**config.mk**
```make
export PLATFORM = sky130hd
export DESIGN_NAME = dbg_trig_unit
export DESIGN_NICKNAME = d
export VERILOG_FILES = /design/src/rtl/dbg_trig_pkg.sv /design/src/rtl/dbg_trig_regs.sv /design/src/rtl/dbg_pc_match.sv /design/src/rtl/dbg_data_match.sv /design/src/rtl/dbg_trig_seq.sv /design/src/rtl/dbg_trig_unit.sv
export SDC_FILE = /design/constraint.sdc
export NUM_CORES = 1
export LEC_CHECK = 0
export BUFFER_PORTS_ARGS = -buffer_cell sky130_fd_sc_hd__buf_4
export CORE_UTILIZATION = 40
export CTS_CLUSTER_DIAMETER = 120
export CTS_CLUSTER_SIZE = 16
export DETAILED_ROUTE_END_ITERATION = 8
export PLACE_DENSITY = 0.59
export SYNTH_ARGS = -nofsm -noshare
export SYNTH_HDL_FRONTEND = slang
export SYNTH_HIERARCHICAL = 1
export SYNTH_SLANG_ARGS = --single-unit
```
**constraint.sdc**
```tcl
create_clock -name clk -period 2.4 [get_ports clk]
set_clock_uncertainty 0.2 [all_clocks]
set_input_delay 0.48 -clock clk [delete_from_list [all_inputs] [get_ports clk]]
set_output_delay 0.48 -clock clk [all_outputs]
set_load 0.05 [all_outputs]
```
**src/rtl/dbg_trig_pkg.sv**
```systemverilog
// Shared constants and types for the debug trigger unit.
// Assumes a 3-bit register select and the fixed register map below.
package dbg_trig_pkg;

    localparam int REG_AW     = 3;
    localparam int MAX_PCBP   = 4;
    localparam int L1_LSB     = 2;
    localparam int L2_LSB     = 18;

    localparam logic [REG_AW-1:0] RA_DVAL  = 3'd4;
    localparam logic [REG_AW-1:0] RA_DMASK = 3'd5;
    localparam logic [REG_AW-1:0] RA_TCTL  = 3'd6;

    localparam logic [1:0] SZ_LONG = 2'b10;

    localparam logic [7:0] VEC_PC  = 8'h34;
    localparam logic [7:0] VEC_BUS = 8'h30;

    // Per-level condition group: enable plus event selects.
    typedef struct packed {
        logic en;
        logic use_pc;
        logic use_data;
    } lvl_cfg_t;

    // Pull one condition group out of the trigger-control word.
    function automatic lvl_cfg_t take_lvl(input logic [31:0] w, input int lsb);
        lvl_cfg_t c;
        c.en       = w[lsb];
        c.use_pc   = w[lsb+1];
        c.use_data = w[lsb+2];
        return c;
    endfunction

endpackage

```
**src/rtl/dbg_trig_regs.sv**
```systemverilog
// Register file of the trigger unit: PC slots, data value, mask and
// the two decoded trigger condition groups. Assumes single-cycle writes;
// a write takes effect on the next cycle. Flags every trigger-control write.
module dbg_trig_regs
    import dbg_trig_pkg::*;
#(
    parameter int AW       = 32,
    parameter int DW       = 32,
    parameter int NUM_PCBP = 4
) (
    input  logic                          clk,
    input  logic                          rst_n,
    input  logic                          reg_we,
    input  logic [REG_AW-1:0]             reg_addr,
    input  logic [31:0]                   reg_wdata,
    output logic [NUM_PCBP-1:0][AW-1:0]   pcbp,
    output logic [DW-1:0]                 dval,
    output logic [DW-1:0]                 dmask,
    output lvl_cfg_t                      lvl1,
    output lvl_cfg_t                      lvl2,
    output logic                          tctl_we
);

    assign tctl_we = reg_we && (reg_addr == RA_TCTL);

    // PC breakpoint slots, one register per generated slot.
    for (genvar i = 0; i < NUM_PCBP; i++) begin : g_slot
        always_ff @(posedge clk) begin
            if (!rst_n)
                pcbp[i] <= '0;
            else if (reg_we && reg_addr == REG_AW'(i))
                pcbp[i] <= reg_wdata[AW-1:0];
        end
    end

    // Data breakpoint value and don't-care mask.
    always_ff @(posedge clk) begin
        if (!rst_n) begin
            dval  <= '0;
            dmask <= '0;
        end else if (reg_we) begin
            if (reg_addr == RA_DVAL)  dval  <= reg_wdata[DW-1:0];
            if (reg_addr == RA_DMASK) dmask <= reg_wdata[DW-1:0];
        end
    end

    // Trigger-control condition groups, decoded at write time.
    always_ff @(posedge clk) begin
        if (!rst_n) begin
            lvl1 <= '0;
            lvl2 <= '0;
        end else if (tctl_we) begin
            lvl1 <= take_lvl(reg_wdata, L1_LSB);
            lvl2 <= take_lvl(reg_wdata, L2_LSB);
        end
    end

endmodule

```
**src/rtl/dbg_pc_match.sv**
```systemverilog
// Program-counter comparators: one per slot, results ORed.
// Assumes halfword-aligned fetch addresses (bit 0 not presented) and
// slot bit 0 as the valid flag.
module dbg_pc_match #(
    parameter int AW       = 32,
    parameter int NUM_PCBP = 4
) (
    input  logic                        fetch_valid,
    input  logic [AW-1:1]               fetch_pc,
    input  logic [NUM_PCBP-1:0][AW-1:0] pcbp,
    output logic                        pc_ev
);

    logic [NUM_PCBP-1:0] slot_hit;

    for (genvar i = 0; i < NUM_PCBP; i++) begin : g_cmp
        // Slot compares only when its valid flag is set.
        assign slot_hit[i] = pcbp[i][0] && (pcbp[i][AW-1:1] == fetch_pc);
    end

    assign pc_ev = fetch_valid && (|slot_hit);

endmodule

```
**src/rtl/dbg_data_match.sv**
```systemverilog
// Data breakpoint comparator with per-bit don't-care mask.
// Assumes only aligned longword transfers are candidates.
module dbg_data_match
    import dbg_trig_pkg::*;
#(
    parameter int DW = 32
) (
    input  logic          bus_valid,
    input  logic [1:0]    bus_addr_lo,
    input  logic [1:0]    bus_size,
    input  logic [DW-1:0] bus_data,
    input  logic [DW-1:0] dval,
    input  logic [DW-1:0] dmask,
    output logic          data_ev
);

    logic aligned_long;
    logic bits_eq;

    // Candidate transfer: longword on a 4-byte boundary.
    assign aligned_long = (bus_size == SZ_LONG) && (bus_addr_lo == 2'b00);
    // Unmasked bits must agree with the stored value.
    assign bits_eq      = ((bus_data ^ dval) & ~dmask) == '0;
    assign data_ev      = bus_valid && aligned_long && bits_eq;

endmodule

```
**src/rtl/dbg_trig_seq.sv**
```systemverilog
// Trigger sequencer: applies the one- or two-level condition groups to the
// raw events, keeps the armed flag and the pending bus-event request.
// Assumes events are single-cycle qualified strobes.
module dbg_trig_seq
    import dbg_trig_pkg::*;
(
    input  logic     clk,
    input  logic     rst_n,
    input  lvl_cfg_t lvl1,
    input  lvl_cfg_t lvl2,
    input  logic     tctl_we,
    input  logic     pc_ev,
    input  logic     data_ev,
    input  logic     irq_ack,
    output logic     pc_fire,
    output logic     pend
);

    logic two_lvl;
    logic armed;
    logic l1_any, l2_pc, l2_dt, l1_pc, l1_dt;
    logic fire_dt;
    logic arm_set, arm_clr;

    assign two_lvl = lvl1.en && lvl2.en;
    assign l1_pc   = lvl1.use_pc   && pc_ev;
    assign l1_dt   = lvl1.use_data && data_ev;
    assign l2_pc   = lvl2.use_pc   && pc_ev;
    assign l2_dt   = lvl2.use_data && data_ev;
    assign l1_any  = l1_pc || l1_dt;

    // Choose which events fire according to the active trigger mode.
    always_comb begin
        pc_fire = 1'b0;
        fire_dt = 1'b0;
        arm_set = 1'b0;
        arm_clr = 1'b0;
        if (two_lvl) begin
            if (armed) begin
                pc_fire = l2_pc;
                fire_dt = l2_dt;
                arm_clr = l2_pc || l2_dt;
            end else begin
                arm_set = l1_any;
            end
        end else if (lvl1.en) begin
            pc_fire = l1_pc;
            fire_dt = l1_dt;
        end else if (lvl2.en) begin
            pc_fire = l2_pc;
            fire_dt = l2_dt;
        end
    end

    // Armed flag for the two-level sequence; cleared by control writes.
    always_ff @(posedge clk) begin
        if (!rst_n)
            armed <= 1'b0;
        else if (tctl_we || !two_lvl)
            armed <= 1'b0;
        else if (arm_set)
            armed <= 1'b1;
        else if (arm_clr)
            armed <= 1'b0;
    end

    // Pending imprecise request; a new event outranks the acknowledge.
    always_ff @(posedge clk) begin
        if (!rst_n)
            pend <= 1'b0;
        else if (fire_dt)
            pend <= 1'b1;
        else if (irq_ack)
            pend <= 1'b0;
    end

    // a control write leaves the unit disarmed.
    a_r10_write_disarms: assert property (@(posedge clk) disable iff (!rst_n)
        tctl_we |=> !armed);

    // the armed flag only rises in two-level mode.
    a_r9_arm_needs_two_lvl: assert property (@(posedge clk) disable iff (!rst_n)
        $rose(armed) |-> $past(two_lvl));

    // with both groups disabled nothing new becomes pending.
    a_r8_off_stays_quiet: assert property (@(posedge clk) disable iff (!rst_n)
        (!lvl1.en && !lvl2.en && !pend) |=> !pend);

    // a pending request holds until acknowledged.
    a_r7_pend_holds: assert property (@(posedge clk) disable iff (!rst_n)
        (pend && !irq_ack) |=> pend);

endmodule

```
**src/rtl/dbg_trig_unit.sv**
```systemverilog
// Debug breakpoint trigger unit top: register file, PC and data
// comparators, trigger sequencer and vector selection.
// Assumes aligned 32-bit data compares and a synchronous active-low reset.
module dbg_trig_unit
    import dbg_trig_pkg::*;
#(
    parameter int AW       = 32,
    parameter int DW       = 32,
    parameter int NUM_PCBP = 4
) (
    input  logic              clk,
    input  logic              rst_n,
    input  logic              reg_we,
    input  logic [2:0]        reg_addr,
    input  logic [31:0]       reg_wdata,
    input  logic              fetch_valid,
    input  logic [AW-1:1]     fetch_pc,
    input  logic              bus_valid,
    input  logic [1:0]        bus_addr_lo,
    input  logic [1:0]        bus_size,
    input  logic [DW-1:0]     bus_data,
    input  logic              irq_ack,
    output logic              pc_hit,
    output logic              irq_req,
    output logic [7:0]        irq_vec_off
);

    logic [NUM_PCBP-1:0][AW-1:0] pcbp;
    logic [DW-1:0]               dval, dmask;
    lvl_cfg_t                    lvl1, lvl2;
    logic                        tctl_we;
    logic                        pc_ev, data_ev;

    dbg_trig_regs #(.AW(AW), .DW(DW), .NUM_PCBP(NUM_PCBP)) u_regs (
        .clk(clk), .rst_n(rst_n), .reg_we(reg_we), .reg_addr(reg_addr),
        .reg_wdata(reg_wdata), .pcbp(pcbp), .dval(dval), .dmask(dmask),
        .lvl1(lvl1), .lvl2(lvl2), .tctl_we(tctl_we)
    );

    dbg_pc_match #(.AW(AW), .NUM_PCBP(NUM_PCBP)) u_pc (
        .fetch_valid(fetch_valid), .fetch_pc(fetch_pc), .pcbp(pcbp),
        .pc_ev(pc_ev)
    );

    dbg_data_match #(.DW(DW)) u_data (
        .bus_valid(bus_valid), .bus_addr_lo(bus_addr_lo), .bus_size(bus_size),
        .bus_data(bus_data), .dval(dval), .dmask(dmask), .data_ev(data_ev)
    );

    dbg_trig_seq u_seq (
        .clk(clk), .rst_n(rst_n), .lvl1(lvl1), .lvl2(lvl2), .tctl_we(tctl_we),
        .pc_ev(pc_ev), .data_ev(data_ev), .irq_ack(irq_ack),
        .pc_fire(pc_hit), .pend(irq_req)
    );

    // Vector offset: the precise request outranks the pending one.
    always_comb begin
        if (pc_hit)
            irq_vec_off = VEC_PC;
        else if (irq_req)
            irq_vec_off = VEC_BUS;
        else
            irq_vec_off = '0;
    end

    // a precise hit only exists alongside a presented fetch.
    a_r6_hit_with_fetch: assert property (@(posedge clk) disable iff (!rst_n)
        pc_hit |-> fetch_valid);

    // a precise hit always carries the PC vector.
    a_r11_pc_vector_wins: assert property (@(posedge clk) disable iff (!rst_n)
        pc_hit |-> (irq_vec_off == VEC_PC));

    // a pending request only rises after a bus transfer.
    a_r7_rise_after_bus: assert property (@(posedge clk) disable iff (!rst_n)
        $rose(irq_req) |-> $past(bus_valid));

endmodule

```
Yosys cells after proc, flatten, opt, wreduce, memory -nomap -nowiden
Cells that the tools add are included.

word-level totals
  bits in registers = 200
  bits in latches = 0
  RAM bits = 0
  memory bits (read-only) = 0
  memories = 0
  bits of input ports = 108

cells by class
  div/mod/pow operators = 0
  $mul = 0
  bitwise gates (word level) = 4
  $lt $le $gt $ge = 0
  $add $sub $neg = 0
  reductions and logical operators = 31
  shift-type cells = 0
  multiplexer cells = 18
  equal/unequal tests = 11

operators by type and width
  cell                  number
  $eq A31 B31 Y1        4
  $and A32 B32 Y32      1
  $logic_not A32 Y1     1
  $not A32 Y32          1
  $xor A32 B32 Y32      1
  $logic_and A1 B1 Y1   18
  $mux W1               16
  $mux W6               2
  $eq A3 B3 Y1 const B  3
  $eq A3 B2 Y1 const B  2
  $reduce_and A2 Y1     2
  $reduce_bool A2 Y1    2
  $reduce_or A4 Y1      1
  $eq A3 B1 Y1 const B  1
  $logic_not A3 Y1      1
  $logic_or A1 B1 Y1    3
  $eq A2 B2 Y1 const B  1
  $logic_not A2 Y1      1
  $reduce_or A2 Y1      1
  $logic_not A1 Y1      1
  $not A1 Y1            1

Logic depth before layout (Yosys ltp)
Gate-level depths: netlist of run 1.

  depth in word-level cells = 10
  depth in mapped cells = 9
  mapped depth without buffers = 8

Cells and area by module
Netlist of run 1, hierarchy kept.

modules (own cells, without submodules)
  module          cells each  times used  area an instance (um^2)  sequential area each (um^2)
  dbg_trig_regs   685         1           7176.9                   3963.8
  dbg_pc_match    198         1           1674.1                   0.0
  dbg_data_match  61          1           457.9                    0.0
  dbg_trig_seq    17          1           146.4                    40.0
  dbg_trig_unit   9           1           62.6                     0.0

Worst setup path before layout of run 1
OpenSTA, ideal clock, no wires.

  kind = input to output
  start point = input fetch_pc[17] (netlist name)
  end point = output irq_vec_off[5]
  data arrival time = 3516 ps
  slack = -1796 ps
  stages on the path = 9
  required time = 1720 ps
  cell sequence = clkbuf_1 -> xnor2_1 -> nand4_1 -> nor4_1 -> a22oi_1 -> a21boi_1 -> a21boi_0 -> or2_1 -> buf_4

on the way
  longest elaborated chain between the ends = 9

RTL lines
  item                     line                 source
  start: declaration       dbg_trig_unit.sv:17  input logic [AW-1:1] fetch_pc,
  $eq A31 B31 Y1           dbg_pc_match.sv:18   assign slot_hit[i] = pcbp[i][0] && (pcbp[i][AW-1:1] == fetch_pc);
  $logic_and A1 B1 Y1      dbg_pc_match.sv:18
  $reduce_or A4 Y1 (*)     dbg_pc_match.sv:21   assign pc_ev = fetch_valid && (|slot_hit);
  $logic_and A1 B1 Y1 (*)  dbg_pc_match.sv:21
  via pc_ev                dbg_trig_unit.sv:32  logic pc_ev, data_ev;
  $logic_and A1 B1 Y1      dbg_trig_seq.sv:28   assign l2_pc = lvl2.use_pc && pc_ev;
  $mux W1                  dbg_trig_seq.sv:49   end else if (lvl2.en) begin
  $mux W1                  dbg_trig_seq.sv:46   end else if (lvl1.en) begin
  $mux W1 (*)              dbg_trig_seq.sv:38   if (two_lvl) begin
  via pc_hit               dbg_trig_unit.sv:23  output logic pc_hit,
  $mux W6 (*)              dbg_trig_unit.sv:58  if (pc_hit)
  end: declaration         dbg_trig_unit.sv:25  output logic [7:0] irq_vec_off

The timed path passes the listed nets; every way through them passes the cells marked *.

Worst setup path in the final report of run 1
  start point = register u_regs/pcbp[55] (netlist name)
  end point = output irq_vec_off[4]

on the way
  longest elaborated chain between the ends = 9

RTL lines
  item                              line                 source
  start: declaration                dbg_trig_regs.sv:16  output logic [NUM_PCBP-1:0][AW-1:0] pcbp,
  start signal: indexed assignment  dbg_trig_regs.sv:32  pcbp[i] <= reg_wdata[AW-1:0];
  $eq A31 B31 Y1 (*)                dbg_pc_match.sv:18
  $logic_and A1 B1 Y1 (*)           dbg_pc_match.sv:18
  $reduce_or A4 Y1 (*)              dbg_pc_match.sv:21
  $logic_and A1 B1 Y1 (*)           dbg_pc_match.sv:21
  via pc_ev                         dbg_trig_unit.sv:32
  $logic_and A1 B1 Y1               dbg_trig_seq.sv:28
  $mux W1                           dbg_trig_seq.sv:49
  $mux W1                           dbg_trig_seq.sv:46
  $mux W1 (*)                       dbg_trig_seq.sv:38
  $mux W6 (*)                       dbg_trig_unit.sv:58

Marks and branches as above.

==> results.md, run 1 <==
- Status: finished with violations
- Failing checks: setup timing
- DIE AREA: 24420 sq um
- Min Tclk post-route: 3.126 ns
- Fraction of layout instances using a drive strength above 1: 22.22%
- Max Freq: 0.3199 GHz
- Worst slew pin tran: 0.5150 ns
- Pin count of the biggest net entering global routing: 40
- Congestion Overflow GR: 0
- Worst Hold Class: input port to flop
- Worst-path clk slew: 0.08 ns
- Worst R2R Path Depth: 8
- DR vias: 6835
- Routed WL per cell: 18.64 microns
- Core Util, Final: 49.13%
- Primary FF master, synth: dfxtp_1
- Avg Vias per Cell: 4.917
- Max incr delay on CP: 0.33 ns
- Req. time, crit path: 1.72 ns
- PD cells: 625.7 nW/um^2
- Setup Viol. Count Final: 4
- H-tree depth: 4
- GR Util All Layers: 21.88%
- First-pass GRT wire length: 39.69 mm
- Die H: 156.3 microns
- Detail Route Antenna Nets: 0
- RR Startpoint: u_regs/pcbp[55]
- Crit path kind: flop to primary output
- Post-synthesis sequential area ratio: 42.07%
- Routed wire length: 25.91 mm
- Antenna violations before repair: 0
- Warnings from Yosys: 6
- Crit path DAT: 2.45 ns
- CP Capture Type: primary output
- Iter 0 DRT Violations: 434
- Floorplan core area: 23400 sq um
- CTS Buffer Depth: 2
- Clk sinks: 200
- CP Capture Point: irq_vec_off[4]
- Initial Utilization: 40.67%
- Drt pass-1 iters: 5
- GPL Wtd Cong: 0.8655
- WHS: 0.2392 ns
- Max-cap violations: 0
- Clk root buf: clkbuf_16
- Total power: 7194 uW
- Yosys reg bits: 200
- Distinct cell type count after synthesis: 39
- Origin of the worst setup path: u_regs/pcbp[55]
- PortBufs: 112
- Crit Path Max Fanout: 3
- CTS tree: yes
- Static leakage: 0.004841 uW
- Slowest stage cell, crit path: dfxtp_1
- Worst-skew pair later-pin latency: 0.44 ns
- Final Hold Vio Count: 0
- Worst vdd ir: 458.6 uV
- Post-DP HPWL: 18.84 mm
- CP Cell Sequence: xnor2_1 > nand4_1 > nor4_2 > a22oi_1 > a21boi_2 > a21boi_4 > or2_4 > buf_8
- Final max-slew violation count: 0
- Mapped Area: 9518 sq um
- Vias in the first global route: 6710
- Row count: 56
- Dpl cells: 1357
- Top-area cell type share of the netlist area: 42.07%
- Die width: 156.3 microns
- Number of synthesized flops with an enable pin: 0
- DRC: 0
- Slew headroom: 65.49%
- Non-Filler Instances: 1390
- Startpoint Class: flop
- Unrepaired setup endpoints after global routing: true
- Nets: 1166
- CTS Hold Bufs: 0
- Synth-to-layout area growth: 20.80%
- Fin crit share: 130.2%
- Flop-to-flop setup slack: 0.20 ns
- Dpl ws: -0.9212 ns
- Ys async rst share: 0%
- Syn avg cell area: 9.812 sq um
- R2r endpoint: u_seq/armed
- Top Ports: 118
- N_diodes: 0
- Num CTS Buffers: 17
- Synth Instances: 970
- Synth area leader: dfxtp_1
- Main area contributors after synthesis: dfxtp_1 (42%), mux2i_1 (21%), xnor2_1 (14%)
- Worst setup margin: -0.7259 ns
[kinds of logic after synthesis]
kind of cell | Yosys count | synth area share (%)
mux | 198 | 20.82
other cells | 1 | 0.03940
xor+xnor | 156 | 15.10
compound gates | 27 | 2.038
flops | 200 | 42.07
buf+inv | 91 | 6.126
simple gates | 297 | 13.80
[how the worst min path moves through the flow]
stage                    from              end  slack, ns  cells after the start
3_3_place_gp   u_regs/pcbp[0]   u_regs/pcbp[0]       0.24                      2
6_report                rst_n  u_regs/dval[19]       0.24                      3
2_1_floorplan  u_regs/pcbp[0]   u_regs/pcbp[0]       0.23                      2
4_1_cts                 rst_n  u_regs/dval[19]       0.22                      3
5_1_grt                 rst_n  u_regs/dval[18]       0.23                      3
3_5_place_dp   u_regs/pcbp[0]   u_regs/pcbp[0]       0.25                      2
[worst max-delay path: cells and delay by family (launching register included)]
kind | cells | cell delay, ns
simple gates | 3 | 0.68
compound gates | 3 | 0.64
flops | 1 | 0.33
xor+xnor | 1 | 0.22
buf+inv | 1 | 0.14
[registers in the layout (all words and copies together) (netlist names)]
name and count:
u_regs/pcbp 128, u_regs/dmask 32, u_regs/dval 32, u_regs/lvl1 3
u_regs/lvl2 3, u_seq/armed 1, u_seq/pend 1
[layout make-up]
| class | instances | area (sq um) |
|---|---|---|
| multi-input cells | 683 | 5177 |
| flip-flops and latches | 200 | 4009 |
| repair buffers | 154 | 1315 |
| clock inverters | 13 | 136.4 |
| clock buffers | 19 | 452.9 |
| well taps | 319 | 399.1 |
| inverters | 2 | 7.507 |
| fillers | 2223 | 11910 |
[synth_stat cells (8+ instances only)]
| cell | count |
|---|---|
| dfxtp_1 | 200 |
| buf_6 | 18 |
| nor4_1 | 8 |
| nand4_1 | 32 |
| buf_4 | 18 |
| clkbuf_1 | 20 |
| buf_2 | 22 |
| xnor2_1 | 148 |
| mux2i_1 | 198 |
| o22ai_1 | 14 |
| nand2_1 | 233 |
| clkbuf_2 | 9 |
[power breakdown]
| part | internal [uW] | switching (uW) |
|---|---|---|
| registers | 3390 | 50.5 |
| clock network | 1520 | 1360 |
| logic | 409 | 466 |
| total | 5320 | 1880 |
[placed cells by master, fill, tap and decap left out, types with 5 or more instances in the layout]
cell	count
clkbuf_16	17
nor2_1	7
nand2_1	233
xnor2_1	125
buf_12	10
dfxtp_1	196
mux2i_1	198
xnor2_2	30
nand4_1	32
conb_1	5
buf_4	139
nor4_2	6
o22ai_1	14
[routing by layer]
| layer | track usage [%] | vias up | share of wire, % |
|---|---|---|---|
| li1 | - | 3391 | - |
| met1 | 30.29 | 3261 | 48 |
| met2 | 34.40 | 151 | 46 |
| met3 | 3.628 | 32 | 4.6 |
| met4 | 7.423 | 0 | 2.2 |
| met5 | 0 | - | 0 |
[timing repair]
| action | in CTS | in global routing |
|---|---|---|
| endpoints found under the setup margin | 5 | 4 |
| pin swaps | 11 | 10 |
| gates cloned | 0 | 0 |
| setup buffers | 2 | 0 |
| gates resized for setup | 29 | 7 |
[through the flow]
stage	setup TNS [ns]	cell area, sq um
after floorplan	-1.486	9676
after global placement	-3.893	10700
after detailed placement	-3.901	10700
after CTS	-2.771	11450
after global routing	-3.294	11500
final	-2.838	11500
Note: power is estimated with default switching activity, not from simulation.
==> run 2, diff against run 1 <==
--- a/config.mk
+++ b/config.mk
@@ -13,5 +13,4 @@
 export PLACE_DENSITY = 0.59
 export SYNTH_ARGS = -nofsm -noshare
 export SYNTH_HDL_FRONTEND = slang
-export SYNTH_HIERARCHICAL = 1
 export SYNTH_SLANG_ARGS = --single-unit
==> run 2 against run 1 <==
Against the previous run:
- the flow still finishes with violations (setup timing)
- clock power rose by 15%
- global-route usage is 2.5 points higher
- critical path depth decreased by 1
- core utilization is 0.37 points higher
- register-to-register slack worse by 0.07 ns
- combinational power shrank 0.9%
- maximum frequency is 11% higher
- sequential share of layout area shrank 0.51 points
- sequential power is essentially flat
- worst setup slack improved by 0.30 ns
- final area grew 1.7%
- flip-flop and latch count stayed put
- critical endpoint is now pc_hit
==> results.md, run 2 <==
- Routed WL per cell: 18.56 microns
- Dpl cells: 1530
- Fraction of layout instances using a drive strength above 1: 19.21%
- Commonest cells in the netlist: nand2_1 (390), dfxtp_1 (200), a21boi_0 (147)
- Unrepaired setup endpoints after global routing: true
- Commonest non-fill, non-tap cells in the layout: nand2_1 (389), dfxtp_1 (191), a21boi_0 (147)
- Clk root buf: clkbuf_16
- Congestion Overflow GR: 0
- Worst vdd ir: 440.5 uV
- Top-area cell type share of the netlist area: 41.42%
- N_diodes: 0
- Number of synthesized flops with an enable pin: 0
- Floorplan core area: 23610 sq um
- Initial Utilization: 40.94%
- Nets: 1339
- Num CTS Buffers: 17
- Row count: 56
- Top Ports: 118
- Avg Vias per Cell: 5.024
- Worst-path clk slew: 0.07 ns
- Filler cell count: 2261
- Static leakage: 0.003929 uW
- Max-cap violations: 0
- CTS Buffer Depth: 2
- Mapped Area: 9667 sq um
- Top Registers: u_regs.pcbp (128), u_regs.dmask (32), u_regs.dval (32)
- Most common cell in the netlist: nand2_1
- Crit path DAT: 2.15 ns
- Dpl cell area: 10780 sq um
- Main area contributors after synthesis: dfxtp_1 (41%), nand2_1 (15%), xnor2_1 (13%)
- Worst-skew pair later-pin latency: 0.44 ns
- Fin crit share: 117.8%
- Min Tclk post-route: 2.828 ns
- Pin count of the biggest net entering global routing: 104
- Failing checks: setup timing
- Commonest non-fill, non-tap cell in the layout: nand2_1
- Antenna violations before repair: 0
- First-pass GRT wire length: 44.31 mm
- Iter 0 DRT Violations: 519
- Vias in the first global route: 7506
- Distinct cell type count after synthesis: 34
- Worst Hold Class: input port to flop
- DR vias: 7852
- DRC: 0
- Setup Viol. Count Final: 4
- Max Freq: 0.3536 GHz
- Final max-slew violation count: 0
- Setup TNS: -1.648 ns
- CP Capture Type: primary output
- Die width: 157.5 microns
- DIE AREA: 24790 sq um
- Top reg by flops: u_regs.pcbp
- Crit Path Max Fanout: 2
- PD cells: 651.0 nW/um^2
- Clk sinks: 200
- CTS Hold Bufs: 0
- Primary FF master, synth: dfxtp_1
- Final Cell Area: 11690 sq um
- Syn avg cell area: 8.391 sq um
- Core Util, Final: 49.50%
- Final Hold Vio Count: 0
- Ys async rst share: 0%
- PortBufs: 112
- Routed wire length: 29.02 mm
- H-tree depth: 4
- Worst setup margin: -0.4279 ns
- Multi-input gate area: 5321 sq um
- GR Util All Layers: 24.34%
- Post-DP HPWL: 20.01 mm
- GPL Wtd Cong: 0.8532
- Non-Filler Instances: 1563
- Synth Instances: 1152
- Warnings from Yosys: 0
- Die H: 157.5 microns
- Synth area leader: dfxtp_1
- Sequential cell area: 4015 sq um
- Drt pass-1 iters: 5
- Yosys reg bits: 200
- Status: finished with violations
- Req. time, crit path: 1.72 ns
- Detail Route Antenna Nets: 0
- Crit path kind: flop to primary output
- Post-synthesis sequential area ratio: 41.42%
- Synth-to-layout area growth: 20.90%
- Startpoint Class: flop
- Max FFs per register: 128
- CTS tree: yes
- Dpl ws: -0.6107 ns
==> run 2: changes by cell type in the layout (fill, tap and decap cells not counted), sizes merged, moves of 3 or more <==
cell and delta:
mux2i -192, nand2b +3, clkbuf +5, clkinvlp -3, nand4b -3, nand2 +157, nor2b +10, a21boi +191
nand3b -3, bufinv +5
==> run 2: where the power goes <==
group / internal [uW] / switching [uW]
logic: 401 / 466
registers: 3390 / 48.2
clock network: 2040 / 1270
total: 5830 / 1780
==> run 2: layer usage <==
layer	vias to the layer above	GRT usage [%]	wire length, microns
met1	3732	33.71	13900
met3	29	3.689	1223
met5	-	0	0
li1	3902	-	-
met4	0	6.565	452
met2	189	39.11	13440
==> run 2: layout make-up <==
type / instances / area share, %
inverter: 5 / 0.1606
timing repair buffer: 154 / 10.79
tap: 319 / 3.415
clock inverter: 8 / 1.627
multi-input combinational: 853 / 45.53
clock buffer: 24 / 4.122
sequential: 200 / 34.35
==> run 2: path summary, 6_finish.rpt <==
path               startpoint               end  slack, ns  depth (start not counted)
max            u_regs.pcbp[1]            pc_hit      -0.43                          7
min             reg_wdata[14]  u_regs.pcbp[110]       0.14                          3
max reg2reg  u_regs.pcbp[120]       u_seq.armed       0.13                          8
min reg2reg   u_regs.dmask[9]   u_regs.dmask[9]       0.25                          2
==> run 2: kinds of logic (layout without fill, tap and decap cells) <==
family / after synthesis / after routing / synth area share [%]
DFF: 200 / 200 / 41.42
AOI/OAI and AO/OA: 221 / 221 / 17.09
muxes: 6 / 6 / 0.6213
buffers and inverters: 103 / 191 / 6.058
and+or+nand+nor: 465 / 465 / 19.79
other: 1 / 5 / 0.03879
xor gates and xnor gates: 156 / 156 / 14.99
==> run 2: what timing repair did <==
action | CTS | global route
cloned | 0 | 0
setup buffers | 1 | 0
gates resized for setup | 39 | 6
pin swaps | 28 | 3
setup endpoints to repair | 4 | 5
==> run 2: stage by stage <==
stage / hold WS [ns] / power (uW)
2_1_floorplan: 0.2351 / 3994
3_3_place_gp: 0.2425 / 4352
3_5_place_dp: 0.2455 / 4356
4_1_cts: 0.1265 / 7648
5_1_grt: 0.1422 / 7874
6_report: 0.1406 / 7609
==> run 2: worst max-delay path: stages (launching register included) <==
cell and delay (ns):
dfxtp_1 0.39, xnor2_2 0.14, nand4_1 0.18, nor4_2 0.36, a22oi_2 0.16, nand2_2 0.16, and2_4 0.19, buf_8 0.14
